## src/rtl/gpt_pkg.sv

```systemverilog
package gpt_pkg;
    localparam int NTMR   = 4;
    localparam int TSEL_W = 2;
    localparam int ADDR_W = TSEL_W + 3;

    typedef enum logic [2:0] {
        RC_CFG  = 3'd0,
        RC_MODE = 3'd1,
        RC_EVT  = 3'd2,
        RC_REF  = 3'd3,
        RC_CAP  = 3'd4,
        RC_CNT  = 3'd5
    } reg_cls_e;

    // mode word: bit2 irq enable, bit1 capture on falling edge, bit0 run
    typedef struct packed {
        logic irq_en;
        logic cap_fall;
        logic run;
    } mode_t;

    // event word: bit1 capture seen, bit0 reference match
    typedef struct packed {
        logic cap;
        logic refm;
    } evt_t;
endpackage

```

## src/rtl/gpt_cascade_ctrl.sv

```systemverilog
module gpt_cascade_ctrl
    import gpt_pkg::*;
(
    input  logic                    clk,
    input  logic                    rst_n,
    input  logic                    wr_lo,
    input  logic                    wr_hi,
    input  logic [1:0]              wbits,
    output logic                    pair_lo,
    output logic                    pair_hi,
    output logic                    chain_all,
    output logic [NTMR-1:0][1:0]    gov,
    output logic [NTMR-2:0]         link,
    output logic [NTMR-1:0]         wide
);
    typedef struct packed {
        logic pair_lo;
        logic pair_hi;
        logic all;
    } cfg_t;

    cfg_t cfg_d, cfg_q;

    always_comb begin
        cfg_d = cfg_q;
        if (wr_lo) cfg_d.pair_lo = wbits[0];
        if (wr_hi) begin
            cfg_d.pair_hi = wbits[0];
            cfg_d.all     = wbits[1];
        end
    end

    always_ff @(posedge clk) begin
        if (!rst_n) cfg_q <= '0;
        else        cfg_q <= cfg_d;
    end

    assign pair_lo   = cfg_q.pair_lo;
    assign pair_hi   = cfg_q.pair_hi;
    assign chain_all = cfg_q.all;

    always_comb begin
        for (int i = 0; i < NTMR; i++) begin
            if (cfg_q.all)           gov[i] = 2'd3;
            else if (i < 2)          gov[i] = cfg_q.pair_lo ? 2'd1 : 2'(i);
            else                     gov[i] = cfg_q.pair_hi ? 2'd3 : 2'(i);
        end
        link[0] = cfg_q.all | cfg_q.pair_lo;
        link[1] = cfg_q.all;
        link[2] = cfg_q.all | cfg_q.pair_hi;
        wide[0] = link[0];
        wide[1] = 1'b0;
        wide[2] = link[2];
        wide[3] = 1'b0;
    end
endmodule

```

## src/rtl/gpt_segment.sv

```systemverilog
module gpt_segment
    import gpt_pkg::*;
#(
    parameter int SEG_W = 16
) (
    input  logic             clk,
    input  logic             rst_n,
    input  logic             inc,
    input  logic             restart,
    input  logic             cap_load,
    input  logic             set_ref,
    input  logic             set_cap,
    input  logic             wr_mode,
    input  mode_t            mode_wd,
    input  logic             wr_evt,
    input  logic [1:0]       evt_clr,
    input  logic             wr_ref,
    input  logic             wr_cnt,
    input  logic [SEG_W-1:0] wd,
    output logic [SEG_W-1:0] cnt_o,
    output logic [SEG_W-1:0] ref_o,
    output logic [SEG_W-1:0] cap_o,
    output mode_t            mode_o,
    output evt_t             evt_o
);
    typedef struct packed {
        logic [SEG_W-1:0] cnt;
        logic [SEG_W-1:0] refv;
        logic [SEG_W-1:0] cap;
        mode_t            mode;
        evt_t             evt;
    } seg_t;

    seg_t s_d, s_q;

    always_comb begin
        s_d = s_q;
        if (wr_mode)  s_d.mode = mode_wd;
        if (wr_ref)   s_d.refv = wd;
        if (cap_load) s_d.cap  = s_q.cnt;
        if (wr_cnt)       s_d.cnt = wd;
        else if (restart) s_d.cnt = '0;
        else if (inc)     s_d.cnt = s_q.cnt + SEG_W'(1);
        if (wr_evt)   s_d.evt = evt_t'(s_q.evt & ~evt_clr);
        if (set_ref)  s_d.evt.refm = 1'b1;
        if (set_cap)  s_d.evt.cap  = 1'b1;
    end

    always_ff @(posedge clk) begin
        if (!rst_n) s_q <= '0;
        else        s_q <= s_d;
    end

    assign cnt_o  = s_q.cnt;
    assign ref_o  = s_q.refv;
    assign cap_o  = s_q.cap;
    assign mode_o = s_q.mode;
    assign evt_o  = s_q.evt;

    a_r2_step_by_one: assert property (@(posedge clk) disable iff (!rst_n)
        (inc && !restart && !wr_cnt) |=> (cnt_o == $past(cnt_o) + SEG_W'(1)));

    a_r6_restart_zero: assert property (@(posedge clk) disable iff (!rst_n)
        (restart && !wr_cnt) |=> (cnt_o == '0));

    a_r7_capture_copy: assert property (@(posedge clk) disable iff (!rst_n)
        cap_load |=> (cap_o == $past(cnt_o)));

    a_r9_write_one_clears: assert property (@(posedge clk) disable iff (!rst_n)
        (wr_evt && !set_ref && !set_cap) |=> ((evt_o & $past(evt_clr)) == 2'b00));
endmodule

```

## src/rtl/gptimer_quad.sv

```systemverilog
module gptimer_quad
    import gpt_pkg::*;
#(
    parameter int SEG_W = 16
) (
    input  logic                clk,
    input  logic                rst_n,
    input  logic                tick,
    input  logic [NTMR-1:0]     cap_pin,
    input  logic                bus_wr,
    input  logic [ADDR_W-1:0]   bus_addr,
    input  logic [2*SEG_W-1:0]  bus_wdata,
    output logic [2*SEG_W-1:0]  bus_rdata,
    output logic [NTMR-1:0]     irq
);
    localparam int BUS_W = 2 * SEG_W;

    typedef struct packed {
        logic [NTMR-1:0] pin_prev;
    } top_t;

    top_t t_d, t_q;

    logic [TSEL_W-1:0]   tsel;
    logic [TSEL_W-1:0]   tsel_hi;
    reg_cls_e            cls;
    logic                pair_lo, pair_hi, chain_all;
    logic [NTMR-1:0][1:0] gov;
    logic [NTMR-2:0]     link;
    logic [NTMR-1:0]     wide;

    logic [SEG_W-1:0]    cnt_v [NTMR];
    logic [SEG_W-1:0]    ref_v [NTMR];
    logic [SEG_W-1:0]    cap_v [NTMR];
    mode_t               mode_v [NTMR];
    evt_t                evt_v [NTMR];

    logic [NTMR-1:0]     is_gov, eq, grp_eq, cin, step, restart, inc;
    logic [NTMR-1:0]     edge_hit, cap_load, set_ref, set_cap;
    logic [NTMR-1:0]     wr_mode, wr_evt, wr_ref, wr_cnt, sel_wide;
    logic [SEG_W-1:0]    seg_wd [NTMR];
    logic                wr_cfg_lo, wr_cfg_hi;

    assign tsel    = bus_addr[TSEL_W-1:0];
    assign tsel_hi = {tsel[1], 1'b1};
    assign cls     = reg_cls_e'(bus_addr[ADDR_W-1:TSEL_W]);

    assign wr_cfg_lo = bus_wr && (cls == RC_CFG) && (tsel == 2'd0);
    assign wr_cfg_hi = bus_wr && (cls == RC_CFG) && (tsel == 2'd1);

    gpt_cascade_ctrl u_ctrl (
        .clk       (clk),
        .rst_n     (rst_n),
        .wr_lo     (wr_cfg_lo),
        .wr_hi     (wr_cfg_hi),
        .wbits     (bus_wdata[1:0]),
        .pair_lo   (pair_lo),
        .pair_hi   (pair_hi),
        .chain_all (chain_all),
        .gov       (gov),
        .link      (link),
        .wide      (wide)
    );

    // ---------------- bus write steering ----------------
    always_comb begin
        for (int i = 0; i < NTMR; i++) begin
            sel_wide[i] = wide[tsel] && ((tsel == 2'(i)) || (tsel_hi == 2'(i)));
            if (wide[tsel] && (tsel == 2'(i)))
                seg_wd[i] = bus_wdata[BUS_W-1:SEG_W];
            else
                seg_wd[i] = bus_wdata[SEG_W-1:0];
            wr_mode[i] = bus_wr && (cls == RC_MODE) && (tsel == 2'(i));
            wr_evt[i]  = bus_wr && (cls == RC_EVT)  && (tsel == 2'(i));
            wr_ref[i]  = bus_wr && (cls == RC_REF) && ((tsel == 2'(i)) || sel_wide[i]);
            wr_cnt[i]  = bus_wr && (cls == RC_CNT) && ((tsel == 2'(i)) || sel_wide[i]);
        end
    end

    // ---------------- cascade counting, match, capture ----------------
    always_comb begin
        for (int i = 0; i < NTMR; i++) begin
            is_gov[i] = (gov[i] == 2'(i));
            eq[i]     = (cnt_v[i] == ref_v[i]);
        end
        for (int i = 0; i < NTMR; i++) begin
            grp_eq[i] = 1'b1;
            for (int j = 0; j < NTMR; j++) begin
                if ((gov[j] == 2'(i)) && !eq[j]) grp_eq[i] = 1'b0;
            end
        end
    end

    // carry enters each half from the half below it (timer i+1)
    assign cin[3] = 1'b1;
    assign cin[2] = link[2] ? (cin[3] && (cnt_v[3] == '1)) : 1'b1;
    assign cin[1] = link[1] ? (cin[2] && (cnt_v[2] == '1)) : 1'b1;
    assign cin[0] = link[0] ? (cin[1] && (cnt_v[1] == '1)) : 1'b1;

    always_comb begin
        for (int i = 0; i < NTMR; i++) begin
            if (mode_v[i].cap_fall)
                edge_hit[i] = t_q.pin_prev[i] && !cap_pin[i];
            else
                edge_hit[i] = !t_q.pin_prev[i] && cap_pin[i];
        end
        for (int i = 0; i < NTMR; i++) begin
            step[i]     = tick && mode_v[gov[i]].run;
            restart[i]  = step[i] && grp_eq[gov[i]];
            inc[i]      = step[i] && cin[i];
            set_ref[i]  = is_gov[i] && step[i] && grp_eq[i];
            cap_load[i] = edge_hit[gov[i]];
            set_cap[i]  = is_gov[i] && edge_hit[i];
        end
    end

    always_comb begin
        t_d          = t_q;
        t_d.pin_prev = cap_pin;
    end

    always_ff @(posedge clk) begin
        if (!rst_n) t_q <= '0;
        else        t_q <= t_d;
    end

    // ---------------- timer halves ----------------
    for (genvar g = 0; g < NTMR; g++) begin : g_seg
        gpt_segment #(.SEG_W(SEG_W)) u_seg (
            .clk      (clk),
            .rst_n    (rst_n),
            .inc      (inc[g]),
            .restart  (restart[g]),
            .cap_load (cap_load[g]),
            .set_ref  (set_ref[g]),
            .set_cap  (set_cap[g]),
            .wr_mode  (wr_mode[g]),
            .mode_wd  (mode_t'(bus_wdata[2:0])),
            .wr_evt   (wr_evt[g]),
            .evt_clr  (bus_wdata[1:0]),
            .wr_ref   (wr_ref[g]),
            .wr_cnt   (wr_cnt[g]),
            .wd       (seg_wd[g]),
            .cnt_o    (cnt_v[g]),
            .ref_o    (ref_v[g]),
            .cap_o    (cap_v[g]),
            .mode_o   (mode_v[g]),
            .evt_o    (evt_v[g])
        );

        assign irq[g] = is_gov[g] && mode_v[g].irq_en && (evt_v[g] != '0);
    end

    // ---------------- read mux ----------------
    always_comb begin
        bus_rdata = '0;
        case (cls)
            RC_CFG: begin
                if (tsel == 2'd0)      bus_rdata[0]   = pair_lo;
                else if (tsel == 2'd1) bus_rdata[1:0] = {chain_all, pair_hi};
            end
            RC_MODE: bus_rdata[2:0] = mode_v[tsel];
            RC_EVT:  bus_rdata[1:0] = evt_v[tsel];
            RC_REF:  bus_rdata = wide[tsel] ? {ref_v[tsel], ref_v[tsel_hi]}
                                            : {{SEG_W{1'b0}}, ref_v[tsel]};
            RC_CAP:  bus_rdata = wide[tsel] ? {cap_v[tsel], cap_v[tsel_hi]}
                                            : {{SEG_W{1'b0}}, cap_v[tsel]};
            RC_CNT:  bus_rdata = wide[tsel] ? {cnt_v[tsel], cnt_v[tsel_hi]}
                                            : {{SEG_W{1'b0}}, cnt_v[tsel]};
            default: bus_rdata = '0;
        endcase
    end

    a_r1_quiet_after_reset: assert property (@(posedge clk)
        $rose(rst_n) |-> (irq == '0));

    for (genvar k = 0; k < NTMR - 1; k++) begin : g_chk
        // a chained upper half holds unless the half below rolls over
        a_r3_carry_gate: assert property (@(posedge clk) disable iff (!rst_n)
            (link[k] && !bus_wr && (cnt_v[k+1] != '1) && !restart[k])
            |=> $stable(cnt_v[k]));
    end

    for (genvar k = 0; k < NTMR; k++) begin : g_evchk
        a_r5_follower_events_hold: assert property (@(posedge clk) disable iff (!rst_n)
            (!is_gov[k] && !bus_wr) |=> $stable(evt_v[k]));
    end
endmodule

```

## config.mk

```make
export PLATFORM = sky130hd
export DESIGN_NAME = gptimer_quad
export DESIGN_NICKNAME = d
export VERILOG_FILES = /design/src/rtl/gpt_pkg.sv /design/src/rtl/gpt_cascade_ctrl.sv /design/src/rtl/gpt_segment.sv /design/src/rtl/gptimer_quad.sv
export SDC_FILE = /design/constraint.sdc
export NUM_CORES = 1
export LEC_CHECK = 0
export ABC_CLOCK_PERIOD_IN_PS = 5750
export BUFFER_PORTS_ARGS = -buffer_cell sky130_fd_sc_hd__buf_2
export CORE_MARGIN = 4
export CORE_UTILIZATION = 65
export CTS_BUF_LIST = sky130_fd_sc_hd__clkbuf_8
export DETAILED_ROUTE_END_ITERATION = 8
export PLACE_DENSITY = 0.84
export SLEW_MARGIN = 20
export SYNTH_ARGS = -nofsm -noshare
export SYNTH_HDL_FRONTEND = slang
export SYNTH_HIERARCHICAL = 1
export SYNTH_SLANG_ARGS = --single-unit
```

## constraint.sdc

```tcl
create_clock -name clk -period 5.75 [get_ports clk]
set_clock_uncertainty 0.15 [all_clocks]
set_input_delay 0.2875 -clock clk [delete_from_list [all_inputs] [get_ports clk]]
set_output_delay 0.2875 -clock clk [all_outputs]
set_load 0.005 [all_outputs]
```

==> out/metrics.yaml, run 1 <==
worst_hold_path:
  hold_path.class: "input port to flop"
pwr:
  p_total_mw: 3.47
  peakVddDrop_uv: 206
  p_leak_nw: 6.02
  power.density_mw_per_mm2: 222
grt:
  antenna_found_initial: 0
  grt_overflow_total: 0
  grt_pass1_vias: 12900
  grtUsageTotal_pct: 41.0
  grt_max_degree: 86
  grt_pass1_wl_mm: 78.2
clock_network:
  clk_path_buf_depth: 3
  cts_root_buf: "clkbuf_8"
  cts_setup_buffers: 0
  clk_latency_ns: 0.54
  clk_pin_slew_ns: 0.06
  clkSinkCount: 219
  tritoncts: "done"
  cts_buffers: 39
  htreeDepth: 2
  cts_resized: 0
logic_synthesis:
  yosysTopAreaCell: "dfxtp_1"
  synthDistinctLibCells: 63
  synthCells: 1690
  ys_ff_latch: 219
  synth_area_leaders: "dfxtp_1 (30%), mux2i_1 (13%), nor2_1 (6.3%)"
  ys_seq_area_share_pct: 30.3
  synthFlopType: "dfxtp_1"
  synth.top_cell.area_share_pct: 30.3
  synth_area_per_cell_um2: 8.57
  synth_edf_count: 0
  yosys_warnings: 6
  async_reset_ff_share_pct: 0
  syn_area_mm2: 0.0145
sta:
  slew_viol_final: 0
  setup_viol: 0
  fin_setup_tns_ns: 0
  fmax_mhz: 206
  layout_min_cycle_time_ns: 4.85
  tightest_slew_ns: 1.09
  slew_headroom_pct: 27.0
  setup_ws_ns: 0.904
  fin_crit_sh_pct: 84.3
  fin_hold_ws_ns: 0.0296
  hold_viol_final: 0
  rsz0062_at_grt: "no"
critical_path:
  worst_ep_required_time_ns: 5.31
  worstPathMaxFanout: 21
  cp.arrival_ns: 4.41
  reg2reg_setup_slack_ns: 1.62
  startpoint_type: "flop"
  critPathKind: "flop to output pin"
  cp-end-kind: "output pin"
layout:
  diodes: 0
  fin_nets: 1763
  final_common_cell: "nor2_1"
  mostFrequentLayoutCells: "nor2_1 (240), dfxtp_1 (219), mux2i_1 (190), nand2_1 (171), a21oi_1 (89)"
  area_growth_pct: 7.87
  drive_above_1_share_pct: 17.2
floorplanning:
  die_h_um: 157
  die_area_mm2: 0.0247
  initial_core_util_pct: 66.1
  die_w_um: 157
  rows: 54
  core-area_mm2: 0.0219
  boundaryPins: 81
detailed_routing:
  wl_mm: 51.8
  drc: 0
  drtAntennaViolNets: 0
  viasPerCell: 6.86
  firstDrtPassIters: 6
  drtIter0Drc: 2154
  vias: 13900
  wl_per_cell_um: 25.6
placement:
  hpwl_mm: 37.6
  port_buffers: 80
  gp_congestion: 1.05
  dp_slack_ns: 1.67
status:
  status: "complete, no violations"
run:
  maxCapViolCount: 0
[layer usage]
layer  share of wire (%)  global-route usage [%]  up-vias  wire (µm)
met5                   0                       0        -          0
met4                 3.8                    12.9        0       1960
met3                  14                    11.3      167       7110
met2                  44                    62.4     1033      22700
met1                  39                    57.0     6614      20100
li1                    -                       -     6045          -
[cells in the mapped netlist, types with 5 or more instances]
master and n:
nand3_1 37, nand4_1 19, o22ai_1 14, or2_2 6, a211oi_1 43, a21oi_1 90
buf_1 16, nor4_4 9, inv_2 5, nor2b_1 44, inv_1 21, nor4_1 22
mux2i_1 190, buf_4 20, nand3b_1 7, a32oi_1 7, o21ai_0 56, nand2b_1 14
buf_2 41, nor4_2 16, and2_1 15, a22oi_1 6, nor3_1 20, o211a_1 8
clkbuf_1 38, xor2_1 52, xnor2_1 48, mux4_2 34, mux2_2 50, nand2_1 171
dfxtp_1 219, o21ai_1 24, nor2_1 243, o22a_1 13
[critical path: stages, from the launching register on]
cell      delay, ns
dfxtp_1        0.57
or2_2          0.54
nand3b_1       0.13
buf_4          0.28
and2_1         0.59
nand2_1        0.55
nand2_1        0.76
nor2_1         0.24
buf_2          0.19
[worst paths after layout]
kind | startpoint | endpoint | cells after the start
hold / removal | bus_wdata[8] | g_seg[2].u_seg/cnt_o[8]$_SDFFE_PN0P_ | 4
hold reg to reg | g_seg[0].u_seg/cap_o[13]$_SDFFE_PN0P_ | g_seg[0].u_seg/cap_o[13]$_SDFFE_PN0P_ | 2
setup / recovery | u_ctrl/chain_all$_SDFFE_PN0P_ | bus_rdata[29] | 8
setup reg to reg | g_seg[0].u_seg/cnt_o[7]$_SDFFE_PN0P_ | g_seg[0].u_seg/cnt_o[15]$_SDFFE_PN0P_ | 11
[flip-flops by register name, indices dropped and copies added, names as in the netlist]
signal	cells
g_seg.u_seg/ref_o	64
g_seg.u_seg/evt_o	8
g_seg.u_seg/cap_o	64
g_seg.u_seg/mode_o	12
u_ctrl/pair_lo	1
u_ctrl/chain_all	1
t_q	4
u_ctrl/pair_hi	1
g_seg.u_seg/cnt_o	64
[through the flow]
step / instance area [µm²] / cells / util, %
floorplan: 14500 / 1694 / -
global placement: 14800 / 1948 / 67.4
detailed placement: 14800 / 1948 / 67.5
CTS: 15600 / 2019 / 71.2
global route: 15600 / 2020 / 71.3
finish: 15600 / 2020 / 71.3
[repair_timing]
item / CTS / global route
hold endpoints to repair: 4 / 0
hold buffers: 4 / 0
setup endpoints to repair: 0 / 0
[cells by family after synthesis]
family / count (synthesis) / share of synthesized area, %
buf+inv: 145 / 4.84
fa+ha+maj: 4 / 0.346
other cells: 2 / 0.0519
mux: 275 / 22.4
compound gates: 293 / 12.7
simple gates: 652 / 23.3
xor+xnor: 100 / 6.05
flops: 219 / 30.3
[report_power, final]
group	leakage [nW]	internal, mW	total, mW	switching, mW
Combinational	3.80	0.160	0.456	0.296
Clock	0.446	0.788	1.44	0.653
Sequential	1.77	1.54	1.57	0.0316
Total	6.02	2.48	3.47	0.981
[area by class of cell]
class,instances,area [µm²]
repair buffers,98,571
clock buffers,51,702
multi-input cells,1330,9450
fillers,1758,6280
clock inverters,16,65.1
inverters,26,97.6
flip-flops and latches,219,4380
well taps,280,350
Power figures use the tool's default switching activity.
==> run 2: changes to the inputs <==
Settings changed: ABC_CLOCK_PERIOD_IN_PS 5750 to 4900, CORE_UTILIZATION 65 to 64, PLACE_DENSITY 0.84 to 0.83.
Clock period 5.75 ns to 4.9 ns, I/O delays scaled along.
==> run 2 against run 1 <==
Against the previous run:
- critical path depth is 4 higher
- die area rose by 1.5%
- clock power grew 26%
- power up 22%
- sequential cell count unchanged
- routed wire length grew 3.5%
- critical endpoint is now g_seg[0].u_seg/cnt_o[13]$_SDFFE_PN0P_
- largest cell class unchanged
- highest routed layer unchanged
==> out/metrics.yaml, run 2 (synthesis results as in run 1) <==
grt:
  grt_pass1_vias: 13200  # +1.9%
  grtUsageTotal_pct: 42.0  # +0.96 points
  grt_overflow_total: 0  # unchanged
  grt_max_degree: 59  # -31%
  grt_pass1_wl_mm: 80.3  # +2.8%
  antenna_found_initial: 1  # +1
pwr:
  p_leak_nw: 6.25  # +3.9%
  power.density_mw_per_mm2: 263  # +18%
  peakVddDrop_uv: 289  # +40%
critical_path:
  worstPathCellList: "xor2_1 > nor4_1 > nand4_1 > a32oi_1 > o311ai_1 > mux4_2 > nor2_1 > or2_2 > o21ai_0 > nand2_1 > a21oi_1 > dlygate4sd3_1"
  worstPathMaxFanout: 11  # -48%
  startpoint_type: "flop"
  cpPeakStageDelay_ns: 0.61  # -0.15 ns
  worst_ep_required_time_ns: 5.19  # -0.12 ns
  cp-end-kind: "flop"
  critPathKind: "flop to flop"
  crit_slowest_cell: "dfxtp_1"
  reg2reg_setup_slack_ns: 0.53  # -1.09 ns
  cp.arrival_ns: 4.66  # +0.25 ns
placement:
  dp_slack_ns: 0.866  # -0.809 ns
  gp_congestion: 1.01  # -3.8%
  port_buffers: 80  # unchanged
  hpwl_mm: 38.5  # +2.5%
sta:
  rsz0062_at_grt: "no"
  fin_crit_sh_pct: 89.2
  fin_setup_tns_ns: 0  # unchanged
  setup_ws_ns: 0.528  # -0.376 ns
  slew_viol_final: 0  # unchanged
  tightest_slew_ns: 1.14  # +0.0440 ns
  slew_headroom_pct: 24.3  # -2.7 points
  fmax_mhz: 229
  hold_viol_final: 0  # unchanged
  setup_viol: 0  # unchanged
  layout_min_cycle_time_ns: 4.37
worst_hold_path:
  hold_path.class: "input port to flop"
clock_network:
  htreeDepth: 2  # unchanged
  cts_root_buf: "clkbuf_8"
  clk_path_buf_depth: 3  # unchanged
  cts_buffers: 40  # +2.6%
  clkSinkCount: 219  # unchanged
  clk_pin_slew_ns: 0.07  # about the same
  clk_latency_ns: 0.55  # about the same
  tritoncts: "done"
status:
  status: "complete, no violations"
detailed_routing:
  drc: 0  # unchanged
  viasPerCell: 6.80  # -0.84%
  wl_mm: 53.6  # +3.5%
  vias: 14100  # +1.5%
  drtAntennaViolNets: 0  # unchanged
  firstDrtPassIters: 8  # +2
  drtIter0Drc: 2363  # +9.7%
  wl_per_cell_um: 25.9  # +1.1%
floorplanning:
  initial_core_util_pct: 65.7  # -0.41 points
  core-area_mm2: 0.0220  # +0.62%
  boundaryPins: 81  # unchanged
  die_h_um: 158  # +0.74%
  die_area_mm2: 0.0251  # +1.5%
  die_w_um: 158  # +0.74%
  rows: 54  # unchanged
layout:
  area_growth_pct: 10.8
  multi_input_area_mm2: 0.00942  # -0.24%
  drive_above_1_share_pct: 18.3  # +1.1 points
  diodes: 0  # unchanged
  regArea_mm2: 0.00438  # unchanged
  num-fill-cells: 1750  # -0.46%
  fin_nets: 1811  # +2.7%
  final_common_cell: "nor2_1"
  mostFrequentLayoutCells: "nor2_1 (240), dfxtp_1 (219), mux2i_1 (190), nand2_1 (171), a21oi_1 (89)"
run:
  maxCapViolCount: 0  # unchanged
## run 2: critical path, delay by kind of cell, from the launching register on
family | cells | cell delay [ns]
AO/OA/AOI/OAI | 4 | 0.68
buffers and inverters | 1 | 0.55
XOR/XNOR | 1 | 0.17
flip-flops | 1 | 0.61
multiplexers | 1 | 0.54
AND/OR/NAND/NOR | 5 | 1.58
## run 2: final timing paths
path,from,end,cells after the start
setup / recovery,g_seg[1].u_seg/cnt_o[2]$_SDFFE_PN0P_,g_seg[0].u_seg/cnt_o[13]$_SDFFE_PN0P_,12
hold / removal,bus_wdata[8],g_seg[0].u_seg/ref_o[8]$_SDFFE_PN0P_,5
setup reg to reg,g_seg[1].u_seg/cnt_o[2]$_SDFFE_PN0P_,g_seg[0].u_seg/cnt_o[13]$_SDFFE_PN0P_,12
hold reg to reg,g_seg[0].u_seg/cap_o[9]$_SDFFE_PN0P_,g_seg[0].u_seg/cap_o[9]$_SDFFE_PN0P_,2
## run 2: per-stage QoR
stage,hold slack (ns),instance area [µm²],power (mW),util [%],std cells
after floorplan,0.217,14500,2.21,-,1694
after global placement,0.316,15000,2.39,67.9,1973
after detailed placement,0.326,15000,2.39,67.9,1973
after CTS,0.00177,16000,4.18,72.8,2068
after global routing,0.0200,16000,4.31,72.8,2068
final,0.0257,16000,4.21,72.8,2068
## run 2: timing repair
item | 4_1_cts | 5_1_grt
setup buffers | 0 | 0
hold buffers | 27 | 0
hold endpoints to repair | 27 | 0
gates resized for setup | 0 | 0
## run 2: where the power goes
group / internal (mW) / switching (mW) / total (mW)
clock: 0.998 / 0.810 / 1.81
combinational: 0.203 / 0.366 / 0.569
sequential: 1.80 / 0.0315 / 1.83
## run 2: per-layer routing
metal / wire (µm) / track usage [%] / share of wire, %
met5: 0 / 0 / 0
met4: 1970 / 15.2 / 3.7
met3: 7250 / 9.40 / 14
met2: 23300 / 63.7 / 43
met1: 21100 / 59.1 / 39
## run 2: layout make-up
class	instances	share of cell area, %
clock buffers	52	4.46
inverters	26	0.609
flip-flops and latches	219	27.3
repair buffers	145	6.07
clock inverters	16	0.585
multi-input cells	1330	58.8
well taps	280	2.18
==> run 3: changes to the inputs <==
==> constraint.sdc (replaced) <==
create_clock -name clk -period 4.9 [get_ports clk]
set_clock_uncertainty 0.15 [all_clocks]
set_input_delay 0.49 -clock clk [delete_from_list [all_inputs] [get_ports clk]]
set_output_delay 0.49 -clock clk [all_outputs]
set_load 0.005 [all_outputs]
==> run 3 against run 2 <==
Against the previous run:
- global-route usage shrank 2.3 points
- sequential power is essentially flat
- power shrank 2.9%
- count of clock-buffer cells in the layout shrank 2
- clock power shrank 6%
- setup slack gained 0.037 ns
- worst hold slack lost 0.013 ns
- combinational power shrank 5.8%
- die area is the same
- maximum frequency grew 0.86%
==> out/metrics.yaml, run 3 (synthesis results as in run 1) <==
status:
  status: "complete, no violations"
detailed_routing:
  wl_mm: 50.7  # -5.4%
  vias: 13800  # -1.7%
  viasPerCell: 6.78  # -0.39%
  wl_per_cell_um: 24.8  # -4.1%
  drtIter0Drc: 2077  # -12%
  drtAntennaViolNets: 0  # unchanged
  firstDrtPassIters: 6  # -2
  drc: 0  # unchanged
critical_path:
  crit_slowest_cell: "and2_1"
  worstPathMaxFanout: 21  # +10
  worst_ep_required_time_ns: 4.26  # -0.93 ns
  critPathKind: "flop to output pin"
  reg2regPathDepth: 11  # -1
  cp-end-kind: "output pin"
  cp_num_cells: 8  # -4
  reg2reg_from: "g_seg[1].u_seg/cnt_o[8]$_SDFFE_PN0P_"
  startpoint_type: "flop"
  cpPeakStageDelay_ns: 0.64  # +0.03 ns
  r2r-end: "g_seg[1].u_seg/cnt_o[15]$_SDFFE_PN0P_"
  crit_path_end: "bus_rdata[29]"
  cp.arrival_ns: 3.69  # -0.97 ns
  worstPathCellList: "or2_2 > nand3b_1 > buf_4 > and2_1 > nand2_1 > nand2_1 > nor2_1 > buf_2"
  critPathBufInv: 2  # +1
  cp_top_family: "simple AND/OR/NAND/NOR gates"
  reg2reg_setup_slack_ns: 0.82  # +0.29 ns
  crit_top_cell: "nand2_1"
  crit_start: "u_ctrl/chain_all$_SDFFE_PN0P_"
floorplanning:
  die_h_um: 158  # unchanged
  boundaryPins: 81  # unchanged
  die_area_mm2: 0.0251  # unchanged
  die_w_um: 158  # unchanged
  rows: 54  # unchanged
  core-area_mm2: 0.0220  # unchanged
  initial_core_util_pct: 65.7  # unchanged
grt:
  grt_overflow_total: 0  # unchanged
  antenna_found_initial: 0  # -1
  grt-busiest-layer: "met2"
  use_met1_pct: 54.4  # -4.7 points
  grt_pass1_wl_mm: 77.0  # -4.1%
  grt_pass1_vias: 13100  # -0.75%
  grtUsageTotal_pct: 39.7  # -2.3 points
  met2_usage_pct: 60.0  # -3.7 points
  grt_max_degree: 71  # +20%
  grtUsageMet3_pct: 10.7  # +1.3 points
sta:
  slew_viol_final: 0  # unchanged
  hold_viol_final: 0  # unchanged
  slew_headroom_pct: 20.1  # -4.2 points
  tightest_slew_ns: 1.20  # +0.0611 ns
  fin_crit_sh_pct: 88.5  # -0.76 points
  layout_min_cycle_time_ns: 4.33  # -0.0373 ns
  rsz0062_at_grt: "no"
  setup_ws_ns: 0.565  # +0.0373 ns
  fmax_mhz: 231  # +0.86%
  fin_setup_tns_ns: 0  # unchanged
  setup_viol: 0  # unchanged
placement:
  port_buffers: 80  # unchanged
  hpwl_mm: 36.7  # -4.7%
  gp_congestion: 1.03  # +2.4%
  dp_slack_ns: 1.07  # +0.201 ns
layout:
  final_core_util_pct: 71.3  # -1.5 points
  area_growth_pct: 8.48
  fin_nets: 1780  # -1.7%
  drive_above_1_share_pct: 18.2  # -0.11 points
  num-fill-cells: 1809  # +3.4%
  mostFrequentLayoutCells: "nor2_1 (240), dfxtp_1 (219), mux2i_1 (190), nand2_1 (171), a21oi_1 (89)"
  diodes: 0  # unchanged
  final_common_cell: "nor2_1"
clock_network:
  clk_pin_slew_ns: 0.06  # about the same
  clk_latency_ns: 0.56  # about the same
  cts_resized: 0  # unchanged
  cts_buffers: 39  # -2.5%
  tritoncts: "done"
  cts_root_buf: "clkbuf_8"
  clk_path_buf_depth: 3  # unchanged
  htreeDepth: 2  # unchanged
  clkSinkCount: 219  # unchanged
worst_hold_path:
  whs_path_depth: 2  # -3
  hold_path.class: "input port to flop"
pwr:
  peakVddDrop_uv: 219  # -24%
  power.density_mw_per_mm2: 260  # -0.84%
  p_total_mw: 4.09  # -2.9%
  p_leak_nw: 6.10  # -2.4%
run:
  maxCapViolCount: 0  # unchanged
-- run 3: area by class of cell --
type,count,area (µm²),share of cell area [%]
Multi-Input combinational cell,1330,9420,60.0
Sequential cell,219,4380,27.9
Clock buffer,50,688,4.38
Timing Repair Buffer,115,671,4.27
Tap cell,280,350,2.23
Inverter,26,97.6,0.621
Clock inverter,20,90.1,0.574
-- run 3: through the flow --
step / instance area (µm²) / hold slack, ns / std cells
after global placement: 14900 / 0.315 / 1969
after CTS: 15700 / 0.00229 / 2040
after detailed placement: 14900 / 0.331 / 1969
after floorplan: 14500 / 0.302 / 1694
final: 15700 / 0.0124 / 2040
after global routing: 15700 / 0.0270 / 2040
-- run 3: how the worst min path moves through the flow --
stage | from | endpoint
2_1_floorplan | g_seg[0].u_seg/cap_o[10]$_SDFFE_PN0P_ | g_seg[0].u_seg/cap_o[10]$_SDFFE_PN0P_
3_3_place_gp | g_seg[0].u_seg/cap_o[11]$_SDFFE_PN0P_ | g_seg[0].u_seg/cap_o[11]$_SDFFE_PN0P_
3_5_place_dp | g_seg[1].u_seg/cap_o[9]$_SDFFE_PN0P_ | g_seg[1].u_seg/cap_o[9]$_SDFFE_PN0P_
4_1_cts | cap_pin[2] | t_q[2]$_SDFF_PN0_
5_1_grt | cap_pin[0] | t_q[0]$_SDFF_PN0_
6_report | cap_pin[0] | t_q[0]$_SDFF_PN0_
-- run 3: report_power, final --
part	internal, mW	switching (mW)	total, mW
registers	1.80	0.0362	1.84
clock network	0.916	0.799	1.71
logic	0.187	0.349	0.536
-- run 3: worst reg2reg max path: cells and delay by family, from the launching register on --
family          cells  cell delay, ns
simple gates        6            2.02
xor+xnor            1            0.12
compound gates      3            0.64
flops               1            0.57
mux                 1            0.49
-- run 3: what timing repair did --
item / in CTS / in global routing
hold endpoints to repair: 1 / 0
hold buffers: 1 / 0
buffers inserted: 0 / 0
-- run 3: routing by layer --
metal | part of all wire (%) | wire length [µm] | vias up
met5 | 0 | 0 | -
li1 | - | - | 6098
met3 | 13 | 6770 | 187
met1 | 39 | 19900 | 6554
met2 | 43 | 21800 | 986
met4 | 4.5 | 2270 | 0
